### config.mk
export PLATFORM = sky130hd
export DESIGN_NAME = synprog_ctrl
export DESIGN_NICKNAME = d
export VERILOG_FILES = /design/src/rtl/synprog_pkg.sv /design/src/rtl/synprog_shifter.sv /design/src/rtl/synprog_lock_filter.sv /design/src/rtl/synprog_init_seq.sv /design/src/rtl/synprog_ctrl.sv
export SDC_FILE = /design/constraint.sdc
export NUM_CORES = 1
export LEC_CHECK = 0
export ABC_AREA = 1
export CAP_MARGIN = 25
export CELL_PAD_IN_SITES_DETAIL_PLACEMENT = 1
export CELL_PAD_IN_SITES_GLOBAL_PLACEMENT = 2
export CORE_ASPECT_RATIO = 1.5
export CORE_MARGIN = 1
export CORE_UTILIZATION = 40
export CTS_CLUSTER_SIZE = 14
export DETAILED_ROUTE_END_ITERATION = 6
export DONT_BUFFER_PORTS = 1
export GPL_TIMING_DRIVEN = 0
export HOLD_SLACK_MARGIN = 0.06
export PLACE_DENSITY = 0.81
export SYNTH_ARGS = -nofsm -noshare
export SYNTH_HDL_FRONTEND = slang
export SYNTH_SLANG_ARGS = --single-unit
### constraint.sdc
create_clock -name clk -period 3.7 [get_ports clk]
set_input_delay 1.11 -clock clk [delete_from_list [all_inputs] [get_ports clk]]
set_output_delay 1.11 -clock clk [all_outputs]
set_load 0.02 [all_outputs]
### src/rtl/synprog_pkg.sv
package synprog_pkg;
  localparam int LATCH_BITS = 21;
  localparam int FRAME_BITS = 24;
  localparam int PAD_BITS   = FRAME_BITS - LATCH_BITS;
  localparam int BIT_IDX_W  = $clog2(FRAME_BITS);

  typedef logic [LATCH_BITS-1:0] latch_word_t;
  typedef logic [FRAME_BITS-1:0] frame_t;

  typedef enum logic [1:0] {
    SH_IDLE  = 2'd0,
    SH_SHIFT = 2'd1,
    SH_HOLD  = 2'd2,
    SH_GAP   = 2'd3
  } sh_state_e;
endpackage

### src/rtl/synprog_shifter.sv
module synprog_shifter #(
  parameter int HALF_DIV = 7
) (
  input  logic                       clk,
  input  logic                       rst_n,
  input  logic                       start_i,
  input  synprog_pkg::latch_word_t   word_i,
  output logic                       idle_o,
  output logic                       shifting_o,
  output logic                       done_o,
  output logic                       sclk_o,
  output logic                       sdata_o,
  output logic                       le_o
);
  import synprog_pkg::*;

  localparam int CW = $clog2(2*HALF_DIV + 1);
  localparam logic [CW-1:0] HALF_LAST = CW'(HALF_DIV - 1);
  localparam logic [CW-1:0] GAP_LAST  = CW'(2*HALF_DIV - 1);
  localparam logic [BIT_IDX_W-1:0] TOP_BIT = BIT_IDX_W'(FRAME_BITS - 1);

  sh_state_e             st_q, st_d;
  logic [CW-1:0]         cnt_q, cnt_d;
  logic [BIT_IDX_W-1:0]  bit_q, bit_d;
  frame_t                frm_q, frm_d;
  logic                  sclk_q, sclk_d;
  logic                  sdata_q, sdata_d;
  logic                  le_q, le_d;
  frame_t                frm_in;

  assign frm_in = {{PAD_BITS{1'b0}}, word_i};

  always_comb begin
    st_d    = st_q;
    cnt_d   = cnt_q;
    bit_d   = bit_q;
    frm_d   = frm_q;
    sclk_d  = sclk_q;
    sdata_d = sdata_q;
    le_d    = le_q;
    unique case (st_q)
      SH_IDLE: begin
        if (start_i) begin
          frm_d   = frm_in;
          sdata_d = frm_in[FRAME_BITS-1];
          le_d    = 1'b0;
          sclk_d  = 1'b0;
          cnt_d   = '0;
          bit_d   = TOP_BIT;
          st_d    = SH_SHIFT;
        end
      end
      SH_SHIFT: begin
        if (cnt_q == HALF_LAST) begin
          cnt_d = '0;
          if (!sclk_q) begin
            sclk_d = 1'b1;
          end else begin
            sclk_d = 1'b0;
            if (bit_q == '0) begin
              st_d = SH_HOLD;
            end else begin
              bit_d   = bit_q - 1'b1;
              sdata_d = frm_q[bit_q - 1'b1];
            end
          end
        end else begin
          cnt_d = cnt_q + 1'b1;
        end
      end
      SH_HOLD: begin
        if (cnt_q == HALF_LAST) begin
          cnt_d = '0;
          le_d  = 1'b1;
          st_d  = SH_GAP;
        end else begin
          cnt_d = cnt_q + 1'b1;
        end
      end
      SH_GAP: begin
        if (cnt_q == GAP_LAST) begin
          cnt_d = '0;
          st_d  = SH_IDLE;
        end else begin
          cnt_d = cnt_q + 1'b1;
        end
      end
      default: st_d = SH_IDLE;
    endcase
  end

  always_ff @(posedge clk or negedge rst_n) begin
    if (!rst_n) begin
      st_q    <= SH_IDLE;
      cnt_q   <= '0;
      bit_q   <= '0;
      frm_q   <= '0;
      sclk_q  <= 1'b0;
      sdata_q <= 1'b0;
      le_q    <= 1'b1;
    end else begin
      st_q    <= st_d;
      cnt_q   <= cnt_d;
      bit_q   <= bit_d;
      frm_q   <= frm_d;
      sclk_q  <= sclk_d;
      sdata_q <= sdata_d;
      le_q    <= le_d;
    end
  end

  assign idle_o     = (st_q == SH_IDLE);
  assign shifting_o = (st_q == SH_SHIFT) || (st_q == SH_HOLD);
  assign done_o     = (st_q == SH_GAP) && (cnt_q == GAP_LAST);
  assign sclk_o     = sclk_q;
  assign sdata_o    = sdata_q;
  assign le_o       = le_q;


  sdata_stable_chk: assert property (@(posedge clk) disable iff (!rst_n)
    !$stable(sdata_q) |-> !sclk_q);

  sclk_framed_chk: assert property (@(posedge clk) disable iff (!rst_n)
    sclk_q |-> !le_q);

  le_rise_low_chk: assert property (@(posedge clk) disable iff (!rst_n)
    $rose(le_q) |-> (!sclk_q && $past(!sclk_q)));
endmodule

### src/rtl/synprog_lock_filter.sv
module synprog_lock_filter #(
  parameter int LOCK_FILT = 8
) (
  input  logic clk,
  input  logic rst_n,
  input  logic lock_i,
  output logic status_o
);
  localparam int CW = $clog2(LOCK_FILT + 1);
  localparam logic [CW-1:0] RUN_LAST = CW'(LOCK_FILT - 1);

  logic [1:0]    sync_q;
  logic [CW-1:0] run_q, run_d;
  logic          stat_q, stat_d;
  logic          differs;

  assign differs = sync_q[1] != stat_q;

  always_comb begin
    run_d  = '0;
    stat_d = stat_q;
    if (differs) begin
      if (run_q == RUN_LAST) begin
        stat_d = sync_q[1];
      end else begin
        run_d = run_q + 1'b1;
      end
    end
  end

  always_ff @(posedge clk or negedge rst_n) begin
    if (!rst_n) begin
      sync_q <= '0;
      run_q  <= '0;
      stat_q <= 1'b0;
    end else begin
      sync_q <= {sync_q[0], lock_i};
      run_q  <= run_d;
      stat_q <= stat_d;
    end
  end

  assign status_o = stat_q;


  lock_follow_chk: assert property (@(posedge clk) disable iff (!rst_n)
    !$stable(stat_q) |-> ($past(sync_q[1]) == stat_q));
endmodule

### src/rtl/synprog_init_seq.sv
module synprog_init_seq #(
  parameter synprog_pkg::latch_word_t INIT_R_WORD = '0,
  parameter synprog_pkg::latch_word_t INIT_N_WORD = '0,
  parameter synprog_pkg::latch_word_t INIT_I_WORD = '0
) (
  input  logic                     clk,
  input  logic                     rst_n,
  input  logic                     idle_i,
  input  logic                     done_i,
  output logic                     start_o,
  output synprog_pkg::latch_word_t word_o,
  output logic                     active_o
);
  localparam int STEPS = 3;
  localparam logic [1:0] LAST_STEP = 2'(STEPS - 1);

  logic [1:0] step_q, step_d;
  logic       act_q, act_d;

  always_comb begin
    step_d = step_q;
    act_d  = act_q;
    if (done_i && !act_q) begin
      if (step_q == LAST_STEP) act_d  = 1'b1;
      else                     step_d = step_q + 1'b1;
    end
  end

  always_ff @(posedge clk or negedge rst_n) begin
    if (!rst_n) begin
      step_q <= '0;
      act_q  <= 1'b0;
    end else begin
      step_q <= step_d;
      act_q  <= act_d;
    end
  end

  always_comb begin
    unique case (step_q)
      2'd0:    word_o = INIT_R_WORD;
      2'd1:    word_o = INIT_N_WORD;
      default: word_o = INIT_I_WORD;
    endcase
  end

  assign start_o  = idle_i && !act_q;
  assign active_o = act_q;


  active_sticky_chk: assert property (@(posedge clk) disable iff (!rst_n)
    act_q |=> act_q);

  step_order_chk: assert property (@(posedge clk) disable iff (!rst_n)
    (step_q != $past(step_q)) |-> (step_q == $past(step_q) + 2'd1));
endmodule

### src/rtl/synprog_ctrl.sv
module synprog_ctrl #(
  parameter int                       CLK_HZ      = 50_000_000,
  parameter int                       MAX_SCLK_HZ = 4_000_000,
  parameter int                       HALF_DIV    = 7,
  parameter int                       LOCK_FILT   = 8,
  parameter synprog_pkg::latch_word_t INIT_R_WORD = 21'h0000A1,
  parameter synprog_pkg::latch_word_t INIT_N_WORD = 21'h003202,
  parameter synprog_pkg::latch_word_t INIT_I_WORD = 21'h000093
) (
  input  logic        clk,
  input  logic        rst_n,
  input  logic        host_valid,
  input  logic [20:0] host_word,
  output logic        host_ready,
  input  logic        pwr_down,
  output logic        active,
  output logic        lock_status,
  output logic        syn_sclk,
  output logic        syn_sdata,
  output logic        syn_le,
  output logic        syn_ce,
  input  logic        syn_lock
);
  import synprog_pkg::*;

  localparam longint SCLK_HZ_X = longint'(CLK_HZ);
  localparam longint SCLK_LIM  = longint'(MAX_SCLK_HZ) * 2 * longint'(HALF_DIV);

  generate
    if (HALF_DIV < 1 || SCLK_HZ_X > SCLK_LIM) begin : g_rate_bad
      $error("serial clock rate above limit: raise HALF_DIV");
    end
  endgenerate

  logic        sh_idle, sh_shifting, sh_done, sh_start;
  logic        init_start, act;
  latch_word_t init_word, tx_word;
  logic        ce_q, ce_d;

  synprog_init_seq #(
    .INIT_R_WORD (INIT_R_WORD),
    .INIT_N_WORD (INIT_N_WORD),
    .INIT_I_WORD (INIT_I_WORD)
  ) u_seq (
    .clk      (clk),
    .rst_n    (rst_n),
    .idle_i   (sh_idle),
    .done_i   (sh_done),
    .start_o  (init_start),
    .word_o   (init_word),
    .active_o (act)
  );

  assign host_ready = act && sh_idle;
  assign sh_start   = init_start || (host_valid && host_ready);
  assign tx_word    = act ? host_word : init_word;

  synprog_shifter #(.HALF_DIV(HALF_DIV)) u_shift (
    .clk        (clk),
    .rst_n      (rst_n),
    .start_i    (sh_start),
    .word_i     (tx_word),
    .idle_o     (sh_idle),
    .shifting_o (sh_shifting),
    .done_o     (sh_done),
    .sclk_o     (syn_sclk),
    .sdata_o    (syn_sdata),
    .le_o       (syn_le)
  );

  synprog_lock_filter #(.LOCK_FILT(LOCK_FILT)) u_lock (
    .clk      (clk),
    .rst_n    (rst_n),
    .lock_i   (syn_lock),
    .status_o (lock_status)
  );

  always_comb begin
    ce_d = ce_q;
    if (!sh_shifting) ce_d = !pwr_down;
  end

  always_ff @(posedge clk or negedge rst_n) begin
    if (!rst_n) ce_q <= 1'b1;
    else        ce_q <= ce_d;
  end

  assign syn_ce = ce_q;
  assign active = act;


  ready_after_init_chk: assert property (@(posedge clk) disable iff (!rst_n)
    host_ready |-> active);

  ce_outside_frame_chk: assert property (@(posedge clk) disable iff (!rst_n)
    !$stable(syn_ce) |-> $past(syn_le));

  no_start_busy_chk: assert property (@(posedge clk) disable iff (!rst_n)
    (!syn_le && !$past(syn_le)) |-> !host_ready);
endmodule

After elaboration in Yosys (flattened, before gate mapping)
Cells that the tools add are included.
Operators by class
  $add $sub $neg: 4
  magnitude comparators: 1
  eq/ne operators: 16
  mux-type cells: 32
  bitwise operators: 1
  reduce and logical (&&, ||, !) cells: 23
Operators by type and width (count)
  $pmux W14 S2: 1
  $mux W21: 1
  $mux W4: 5
  $mux W5: 4
  $mux W2: 6
  $ne A2 B1 Y1 const B: 6
  $pmux W4 S3: 1
  $pmux W5 S2: 1
  $add A4 B1 Y4 const B: 2
  $eq A4 B3 Y1 const B: 2
  $mux W1: 8
  $pmux W2 S4: 1
  $reduce_and A2 Y1: 4
  $eq A2 B2 Y1 const B: 3
  $lt A5 B6 Y1 const B: 1
  $pmux W1 S2: 3
  $reduce_and A3 Y1: 2
  $reduce_and A6 Y1: 1
  $bmux W1 S5: 1
  $logic_and A1 B1 Y1: 5
  $logic_not A5 Y1: 1
  $reduce_and A5 Y1: 1
  $sub A5 B1 Y5 const B: 1
  $eq A2 B1 Y1 const B: 2
  10 further kinds: 14
Storage, ports and cells
  register bits after elaboration: 46
  bits of input ports: 26
  output and inout port bits: 7

Longest topological paths before layout
Gate-level depths: netlist of run 1.
  depth in word-level cells: 7
  mapped depth: 13
  depth with buffers taken out: 12

Modules after synthesis
Synthesis of run 1 repeated with hierarchy kept, for this count alone.
Second synthesis, totals
  cells, all modules: 406
  area, all modules: 2846.5 um^2
By module, submodules not included
  synprog_shifter: instances 1, cells each 257, area an instance 1894.3 um^2
  synprog_init_seq: instances 1, cells each 44, area an instance 339.1 um^2
  synprog_ctrl: instances 1, cells each 76, area an instance 332.8 um^2
  synprog_lock_filter: instances 1, cells each 29, area an instance 280.3 um^2

Least setup slack after synthesis of run 1
OpenSTA, ideal clock, no wires.
  path kind: reg2out
  start: register u_shift.st_q[1]
  end: output port host_ready
  arrival: 1.190 ns
  data required time: 2.590 ns
  path slack: 1.400 ns
  cell stages (with the launch flop): 6
  path buffers: 1
  cells stage by stage: dfrtp_1 inv_1 ha_1 nand2_1 inv_1 buf_2
Between the ends
  word-level cells in the longest chain between the ends: 2
RTL lines
  start, declared: RTL line synprog_shifter.sv:22  | sh_state_e st_q, st_d;
  start signal, assigned: RTL line synprog_shifter.sv:102  | st_q <= st_d;
  $logic_not A2 Y1: RTL line synprog_shifter.sv:112  | assign idle_o = (st_q == SH_IDLE);
  $logic_and A1 B1 Y1: RTL line synprog_ctrl.sv:54  | assign host_ready = act && sh_idle;
  end, declared: RTL line synprog_ctrl.sv:14  | output logic host_ready,
No other way between the ends.

Final worst setup path of run 1
Ends and elaborated chain as after synthesis.

==> impl_metrics.ini, run 1 <==
[sta]
finClkSkew_ps = 6.37
period_minus_slack_ps = 2840
worst_slew_pin_slew_ps = 513
finalHoldViolCount = 0
rsz0062_at_grt = no
slew_viol_final = 0
finalSetupViolCount = 0
tns_ps = 0
max_freq_ghz = 0.353
post-route-period-util_pct = 76.7
relSlewSlack_pct = 65.8

[finish]
final_layout_size_suffix_gt1_share_pct = 10.5
mostFrequentLayoutCells = 71 x nand2_1, 44 x dfrtp_1, 28 x nand3_1
syn_to_final_growth_pct = 8.45
final_core_util_pct = 45.0
layout_commonest_cell = nand2_1
nets = 331
diodes = 0

[setup_path]
worstPathMaxFanout = 10
crit_top_cell = inv_1
critPathCaptureType = primary output
cp.required_ps = 2590
path_class = flop to primary output
cp_slowest_cell = dfrtp_1
crit_arrival_ps = 1730
path_cells = inv_1, ha_1, nand2_1, inv_1, buf_2
max_stage_delay_ps = 410
cp-start-kind = flop

[job]
drv_cap = 0

[drt]
vias_per_cell = 5.28
drtAntennaViolNets = 0
first_iter_violations = 55
wl_microns = 5660
routedWlPerCell_microns = 15.5
vias = 1932
drc = 0
firstDrtPassIters = 4

[pwr]
power_frac_seq_pct = 55.8
leakagePower_nw = 1.26
p_int_mw = 0.745
total_power_mw = 0.974
p_sw_share_pct = 23.5
p_clk_share_pct = 39.8
p_sw_mw = 0.229
comb_power_share_pct = 4.4
power.density_nw_per_um2 = 374
worst_ir_drop_vdd_uv = 193

[clock_tree]
cts_tree = yes
cts_setup_buffers = 0
cts-root-buf = clkbuf_8
clockBufferDepth = 2
clk_latency_ps = 300
cts_resized = 0
cts_buffers = 5
clk_pin_slew_ps = 90
clkSinkCount = 46
htreeDepth = 2
ctsHoldBuffers = 0

[logic_synthesis]
ys_types = 32
synth_nets = 324
postSynthCellCount = 286
seq_area_frac_synth_pct = 48.1
ys_ff_latch = 46
avgSynthCellArea_sq_um = 8.39
synth_area_sq_um = 2400
yosys_warnings = 0

[grt]
grt_pass1_wl_microns = 10000
grt_usage_pct = 20.5
antenna_found_initial = 0
grt_pass1_vias = 2158
overflow = 0
grt_max_degree = 47

[placed_design]
io_buffers = 0
gp_congestion = 0.785
dp_hpwl_microns = 4270

[floorplan]
die_h_microns = 96.9
die_x_microns = 65.2
coreArea_sq_um = 5790
die_area_sq_um = 6320
io_pins = 33
row_count = 34
initial_utilization_pct = 41.5

[outcome]
status = completed

[hold_path]
hold_path_class = flop to flop
state kept, by name, summed over array words and instances, names as in the netlist:
name / cells
syn_ce: 1
u_lock.run_q: 4
u_lock.status_o: 1
u_lock.sync_q: 2
u_seq.active_o: 1
u_seq.step_q: 2
u_shift.bit_q: 5
u_shift.cnt_q: 4
u_shift.frm_q: 21
u_shift.le_o: 1
u_shift.sclk_o: 1
u_shift.sdata_o: 1
u_shift.st_q: 2
worst max-delay path: cells and delay by family (launching register included):
| family | cells | cell delay (ps) |
|---|---|---|
| AND/OR/NAND/NOR | 1 | 80 |
| buffers and inverters | 3 | 590 |
| adder cells (fa/ha/maj) | 1 | 350 |
| flip-flops | 1 | 410 |
stage by stage:
step	area [sq um]	worst slack [ps]	cells	hold WS, ps
global placement	2490	1190	358	335
detailed placement	2490	1160	358	367
finish	2600	863	366	383
CTS	2600	827	366	390
floorplan	2400	1400	286	331
global route	2600	694	366	401
final timing paths:
path                       slack [ps]  cells past startpoint              from                to
setup / recovery                  860                      5   u_shift.st_q[1]        host_ready
hold / removal                    380                      0  u_lock.sync_q[0]  u_lock.sync_q[1]
setup reg to reg                 1640                     11  u_shift.bit_q[0]   u_shift.sdata_o
hold reg to reg                   380                      0  u_lock.sync_q[0]  u_lock.sync_q[1]
max in group asynchronous        3020                      0             rst_n            syn_ce
min in group asynchronous         490                      0             rst_n   u_lock.run_q[3]
cell type report:
| class | count | area [sq um] |
|---|---|---|
| sequential | 46 | 1150 |
| inverter | 32 | 120 |
| clock buffer | 5 | 68.8 |
| fill | 741 | 3180 |
| clock inverter | 3 | 43.8 |
| buffer | 7 | 32.5 |
| multi-input combinational | 201 | 1090 |
| tap | 72 | 90.1 |
logic make-up (layout without fill, tap and decap cells):
logic type,count (synthesis),after routing,share of synthesized area (%)
AND/OR/NAND/NOR,135,135,24.2
AO/OA/AOI/OAI,49,49,13.1
flip-flops,46,46,48.1
buffers and inverters,39,47,6.36
adder cells (fa/ha/maj),12,12,6.26
XOR/XNOR,4,4,1.46
multiplexers,1,1,0.469
metal layers:
layer | global-route usage, % | part of all wire, % | vias to the layer above
li1 | - | - | 951
met1 | 23.4 | 40 | 948
met2 | 37.0 | 55 | 24
met3 | 4.25 | 3.2 | 9
met4 | 6.35 | 1.9 | 0
met5 | 0 | 0 | -
cells in the mapped netlist (all sizes together):
library cell | number | share of area [%]
a21oi | 8 | 1.8
a22o | 1 | 0.37
a31oi | 5 | 1.3
a32o | 8 | 3.3
buf | 5 | 1.0
clkbuf | 2 | 0.31
dfrtp | 44 | 46
dfstp | 2 | 2.2
ha | 12 | 6.3
inv | 32 | 5.0
mux2 | 1 | 0.47
nand2 | 76 | 13
nand3 | 28 | 5.8
nand3b | 1 | 0.31
nand4 | 1 | 0.26
nor2 | 26 | 4.5
nor3 | 1 | 0.21
o21ai | 24 | 5.5
o22ai | 2 | 0.52
o31ai | 1 | 0.31
or2 | 2 | 0.52
xnor2 | 2 | 0.73
xor2 | 2 | 0.73
power by group through the flow:
stage               combinational [mW]  clock, mW  sequential, mW
finish                          0.0431      0.388           0.543
global route                    0.0507      0.417           0.546
CTS                             0.0443      0.398           0.544
detailed placement              0.0439          0           0.554
global placement                0.0421          0           0.553
floorplan                       0.0366          0           0.550
Power figures use the tool's default switching activity.
==> run 2, diff against run 1 <==
--- a/config.mk
+++ b/config.mk
@@ -11,13 +11,13 @@
 export CELL_PAD_IN_SITES_GLOBAL_PLACEMENT = 2
 export CORE_ASPECT_RATIO = 1.5
 export CORE_MARGIN = 1
-export CORE_UTILIZATION = 40
+export CORE_UTILIZATION = 34
 export CTS_CLUSTER_SIZE = 14
 export DETAILED_ROUTE_END_ITERATION = 6
 export DONT_BUFFER_PORTS = 1
 export GPL_TIMING_DRIVEN = 0
 export HOLD_SLACK_MARGIN = 0.06
-export PLACE_DENSITY = 0.81
+export PLACE_DENSITY = 0.73
 export SYNTH_ARGS = -nofsm -noshare
 export SYNTH_HDL_FRONTEND = slang
 export SYNTH_SLANG_ARGS = --single-unit
==> constraint.sdc (replaced) <==
create_clock -name clk -period 2.5 [get_ports clk]
set_input_delay 0.75 -clock clk [delete_from_list [all_inputs] [get_ports clk]]
set_output_delay 0.75 -clock clk [all_outputs]
set_load 0.02 [all_outputs]
==> run 2 against run 1 <==
Against the previous run:
- the flow now finishes with violations (DRC)
- total power increased by 34%
- critical path type unchanged
- non-clock buffer count did not move
- clock skew increased by 1.9 ps
- worst setup slack got worse by 730 ps
- register-to-register slack lost 1200 ps
- critical endpoint unchanged
- worst hold slack lost 250 ps
- largest cell class unchanged
- sequential share of layout area is 0.34 points higher
==> impl_metrics.ini, run 2 (same netlist as run 1, synthesis figures left out) <==
[outcome]
status = finished, violations left
violations = DRC

[setup_path]
critPathLaunch = u_shift.st_q[1]
regToRegSetupSlack_ps = 440
cp.required_ps = 1750
cp-start-kind = flop
crit_path_end = host_ready
path_cells = inv_1, ha_2, nand2_1, inv_1, buf_4
critPathCaptureType = primary output
max_stage_delay_ps = 420
crit_top_cell = inv_1
path_class = flop to primary output
ff2ff_path_depth = 11
rr_endpoint = u_shift.sdata_o
cp_slowest_cell = dfrtp_1
crit_arrival_ps = 1610
r2r-start = u_shift.bit_q[0]
worstPathMaxFanout = 10

[finish]
largest_register_ffs = 21
instances_no_fill = 371
nets = 331
diodes = 0
final_core_util_pct = 37.7
top_regs = u_shift.frm_q x21, u_shift.bit_q x5
fill_cells = 866
mostFrequentLayoutCells = 71 x nand2_1, 44 x dfrtp_1, 28 x nand3_1
top_register = u_shift.frm_q
syn_to_final_growth_pct = 7.61
final_area_sq_um = 2580
final_layout_size_suffix_gt1_share_pct = 10.2
register_area_sq_um = 1150
multiInputGateArea_sq_um = 1100
layout_commonest_cell = nand2_1

[pwr]
comb_power_share_pct = 4.9
p_sw_mw = 0.313
power_frac_seq_pct = 61.4
leakagePower_nw = 1.23
power.density_nw_per_um2 = 507
p_clk_share_pct = 33.7
worst_ir_drop_vdd_uv = 273
p_sw_share_pct = 24.0
p_int_mw = 0.995

[sta]
relSlewSlack_pct = 67.2
period_minus_slack_ps = 2360
finalSetupViolCount = 0
post-route-period-util_pct = 94.5
max_freq_ghz = 0.423
worst_slew_pin_slew_ps = 492
rsz0062_at_grt = no
slew_viol_final = 0
tns_ps = 0
finClkSkew_ps = 8.30
whs_ps = 136
finalHoldViolCount = 0

[hold_path]
hold_path_class = input port to async pin

[floorplan]
initial_utilization_pct = 35.0
die_area_sq_um = 7410
row_count = 37
die_x_microns = 70.6
io_pins = 33
coreArea_sq_um = 6850
die_h_microns = 105

[job]
drv_cap = 0

[grt]
grt_pass1_wl_microns = 9760
grt_max_degree = 47
overflow = 0
antenna_found_initial = 0
grt_pass1_vias = 2084
grt_usage_pct = 16.9

[drt]
routedWlPerCell_microns = 15.2
drtAntennaViolNets = 0
firstDrtPassIters = 6
drc = 6
vias_per_cell = 5.14
wl_microns = 5640
vias = 1906
first_iter_violations = 50

[placed_design]
dp_hpwl_microns = 4230
io_buffers = 0
dpl_cell_area_sq_um = 2500
place_inst = 364
gp_congestion = 0.751

[clock_tree]
cts-root-buf = clkbuf_8
clockBufferDepth = 2
clk_pin_slew_ps = 90
cts_setup_buffers = 0
clk_latency_ps = 300
htreeDepth = 2
cts_tree = yes
cts_buffers = 5
clkSinkCount = 46
ctsHoldBuffers = 0
## run 2: cell count changes in the layout (fill, tap and decap cells not counted), sizes merged
cell,previous run,this run
bufinv,1,0
clkbuf,7,8
clkinv,1,0
clkinvlp,0,1
inv,33,32
## run 2: stage by stage
step | worst slack (ps) | power (mW)
2_1_floorplan | 560 | 0.869
3_3_place_gp | 341 | 0.881
3_5_place_dp | 327 | 0.886
4_1_cts | 59.1 | 1.34
5_1_grt | 44.0 | 1.37
6_report | 138 | 1.31
## run 2: repair_timing
| item | CTS | global route |
|---|---|---|
| hold endpoints to repair | 0 | 0 |
| endpoints found under the setup margin | 1 | 1 |
| gates resized for setup | 1 | 1 |
## run 2: worst min path at each step
stage | startpoint | to | slack (ps) | cells after the start
detailed placement | u_lock.sync_q[0] | u_lock.sync_q[1] | 340 | 0
CTS | rst_n | u_shift.frm_q[18] | 120 | 0
floorplan | u_lock.sync_q[0] | u_lock.sync_q[1] | 330 | 0
finish | rst_n | u_shift.frm_q[18] | 140 | 0
global route | rst_n | u_shift.frm_q[11] | 110 | 0
global placement | u_lock.sync_q[0] | u_lock.sync_q[1] | 330 | 0
## run 2: critical path: cells and delay by family (launching register included)
kind	cells	cell delay [ps]
and+or+nand+nor	1	60
DFF	1	420
adders and majority gates	1	280
buffers and inverters	3	550
## run 2: cell type report
class,instances,area share [%]
plain buffers,7,1.36
multi-input cells,201,42.4
well taps,78,3.78
clock buffers,6,2.81
inverters,32,4.65
clock inverters,1,0.291
flip-flops and latches,46,44.7
## run 2: power by group through the flow
stage / Clock (mW) / Sequential, mW / Combinational [mW]
detailed placement: 0 / 0.819 / 0.0662
CTS: 0.465 / 0.805 / 0.0670
global route: 0.488 / 0.807 / 0.0777
finish: 0.440 / 0.803 / 0.0645
global placement: 0 / 0.818 / 0.0628
floorplan: 0 / 0.814 / 0.0542
## run 2: metal layers
| metal | track usage, % | routed length [microns] | vias to the layer above |
|---|---|---|---|
| met3 | 4.05 | 229 | 6 |
| met4 | 5.86 | 87 | 0 |
| met1 | 19.1 | 2370 | 920 |
| met5 | 0 | 0 | - |
| li1 | - | - | 955 |
| met2 | 30.8 | 2960 | 25 |
==> run 3, diff against run 2 <==
--- a/config.mk
+++ b/config.mk
@@ -11,13 +11,13 @@
 export CELL_PAD_IN_SITES_GLOBAL_PLACEMENT = 2
 export CORE_ASPECT_RATIO = 1.5
 export CORE_MARGIN = 1
-export CORE_UTILIZATION = 34
+export CORE_UTILIZATION = 37
 export CTS_CLUSTER_SIZE = 14
 export DETAILED_ROUTE_END_ITERATION = 6
 export DONT_BUFFER_PORTS = 1
 export GPL_TIMING_DRIVEN = 0
 export HOLD_SLACK_MARGIN = 0.06
-export PLACE_DENSITY = 0.73
+export PLACE_DENSITY = 0.75
 export SYNTH_ARGS = -nofsm -noshare
 export SYNTH_HDL_FRONTEND = slang
 export SYNTH_SLANG_ARGS = --single-unit
==> constraint.sdc (replaced) <==
create_clock -name clk -period 2.6 [get_ports clk]
set_input_delay 0.78 -clock clk [delete_from_list [all_inputs] [get_ports clk]]
set_output_delay 0.78 -clock clk [all_outputs]
set_load 0.02 [all_outputs]
==> run 3 against run 2 <==
Against the previous run:
- the flow now finishes without violations
- global-route usage grew 2.0 points
- combinational power shrank 5.6%
- utilization grew 4.0 points
- clock-buffer cell count is the same
==> impl_metrics.ini, run 3 (same netlist as run 1, synthesis figures left out) <==
[outcome]
status = completed

[pwr]
p_clk_share_pct = 35.9
worst_ir_drop_vdd_uv = 197
total_power_mw = 1.30
power_frac_seq_pct = 59.5
comb_power_share_pct = 4.7
p_sw_share_pct = 24.2
p_int_mw = 0.986
leakagePower_nw = 1.24
p_sw_mw = 0.314
power.density_nw_per_um2 = 502

[setup_path]
crit_arrival_ps = 1650
path_class = flop to primary output
path_cells = inv_1, ha_2, nand2_1, inv_1, clkbuf_4
max_stage_delay_ps = 410
cp-start-kind = flop
r2r-start = u_shift.bit_q[0]
critPathCaptureType = primary output
cp.required_ps = 1820
critPathLaunch = u_shift.st_q[1]
cp_slowest_cell = dfrtp_1
crit_top_cell = inv_1
worstPathMaxFanout = 10

[finish]
top_register = u_shift.frm_q
syn_to_final_growth_pct = 8.03
nets = 331
largest_register_ffs = 21
instances_no_fill = 368
layout_commonest_cell = nand2_1
mostFrequentLayoutCells = 71 x nand2_1, 44 x dfrtp_1, 28 x nand3_1
top_regs = u_shift.frm_q x21, u_shift.bit_q x5
final_area_sq_um = 2590
final_layout_size_suffix_gt1_share_pct = 10.9
fill_cells = 776
diodes = 0

[clock_tree]
cts_setup_buffers = 0
clk_pin_slew_ps = 90
htreeDepth = 2
clk_latency_ps = 300
cts-root-buf = clkbuf_8
clockBufferDepth = 2
cts_resized = 0
cts_buffers = 5
ctsHoldBuffers = 0
cts_tree = yes
clkSinkCount = 46

[sta]
finalSetupViolCount = 0
tns_ps = 0
slew_viol_final = 0
max_freq_ghz = 0.412
worst_slew_pin_slew_ps = 496
period_minus_slack_ps = 2430
finClkSkew_ps = 5.33
post-route-period-util_pct = 93.4
rsz0062_at_grt = no
relSlewSlack_pct = 66.9
finalHoldViolCount = 0

[drt]
wl_microns = 5640
drc = 0
firstDrtPassIters = 4
vias_per_cell = 5.15
vias = 1894
routedWlPerCell_microns = 15.3
drtAntennaViolNets = 0
first_iter_violations = 34

[floorplan]
die_area_sq_um = 6820
initial_utilization_pct = 38.6
die_x_microns = 67.8
io_pins = 33
die_h_microns = 101
row_count = 35
coreArea_sq_um = 6220

[hold_path]
hold_path_class = input port to async pin

[placed_design]
dpl_cell_area_sq_um = 2490
dp_hpwl_microns = 4280
place_inst = 360
gp_congestion = 0.737
io_buffers = 0

[grt]
grt_usage_pct = 19.0
grt_max_degree = 47
grt_pass1_wl_microns = 9540
overflow = 0
grt_pass1_vias = 2062
antenna_found_initial = 0

[job]
drv_cap = 0
-- run 3: cell types whose count changed in the layout (fill, tap and decap cells not counted) --
cell,before,now
buf_4,1,0
clkbuf_1,3,2
clkbuf_4,0,1
clkbuf_8,5,6
clkinv_2,0,1
-- run 3: final timing paths --
check | endpoint | slack [ps] | cells after the start
max | host_ready | 170 | 5
min | u_shift.frm_q[5] | 170 | 0
max reg2reg | u_shift.sdata_o | 550 | 11
min reg2reg | u_lock.sync_q[1] | 380 | 0
max in group asynchronous | u_shift.le_o | 2250 | 0
min in group clk | u_lock.sync_q[1] | 380 | 0
-- run 3: metal layers --
metal	wire length (microns)	vias to the layer above	global-route usage, %	share of wire [%]
met3	193	7	3.96	3.4
met5	0	-	0	0
met1	2330	910	21.5	41
met2	3020	27	33.8	54
li1	-	950	-	-
met4	88	0	6.87	1.6
-- run 3: critical path, delay by kind of cell (launching register included) --
kind / cells / cell delay [ps]
adders and majority gates: 1 / 290
buffers and inverters: 3 / 580
DFF: 1 / 410
and+or+nand+nor: 1 / 70
-- run 3: layout make-up --
cell class	count	area (sq um)	share of cell area, %
plain buffers	7	35.0	1.35
inverters	32	120	4.63
multi-input cells	201	1100	42.3
clock buffers	6	82.6	3.19
flip-flops and latches	46	1150	44.5
clock inverters	2	12.5	0.483
well taps	74	92.6	3.57
-- run 3: per-stage QoR --
step	hold WS (ps)	utilization [%]	worst slack, ps
floorplan	331	-	630
CTS	151	41.6	34.7
global placement	335	40.1	403
global route	142	41.7	37.6
finish	165	41.7	171
detailed placement	361	40.1	374
-- run 3: power groups by stage --
stage,clock network [mW],logic [mW],registers [mW]
after CTS,0.485,0.0642,0.774
after global routing,0.509,0.0748,0.778
final,0.466,0.0609,0.773
after global placement,0,0.0604,0.786
after floorplan,0,0.0521,0.783
after detailed placement,0,0.0640,0.788
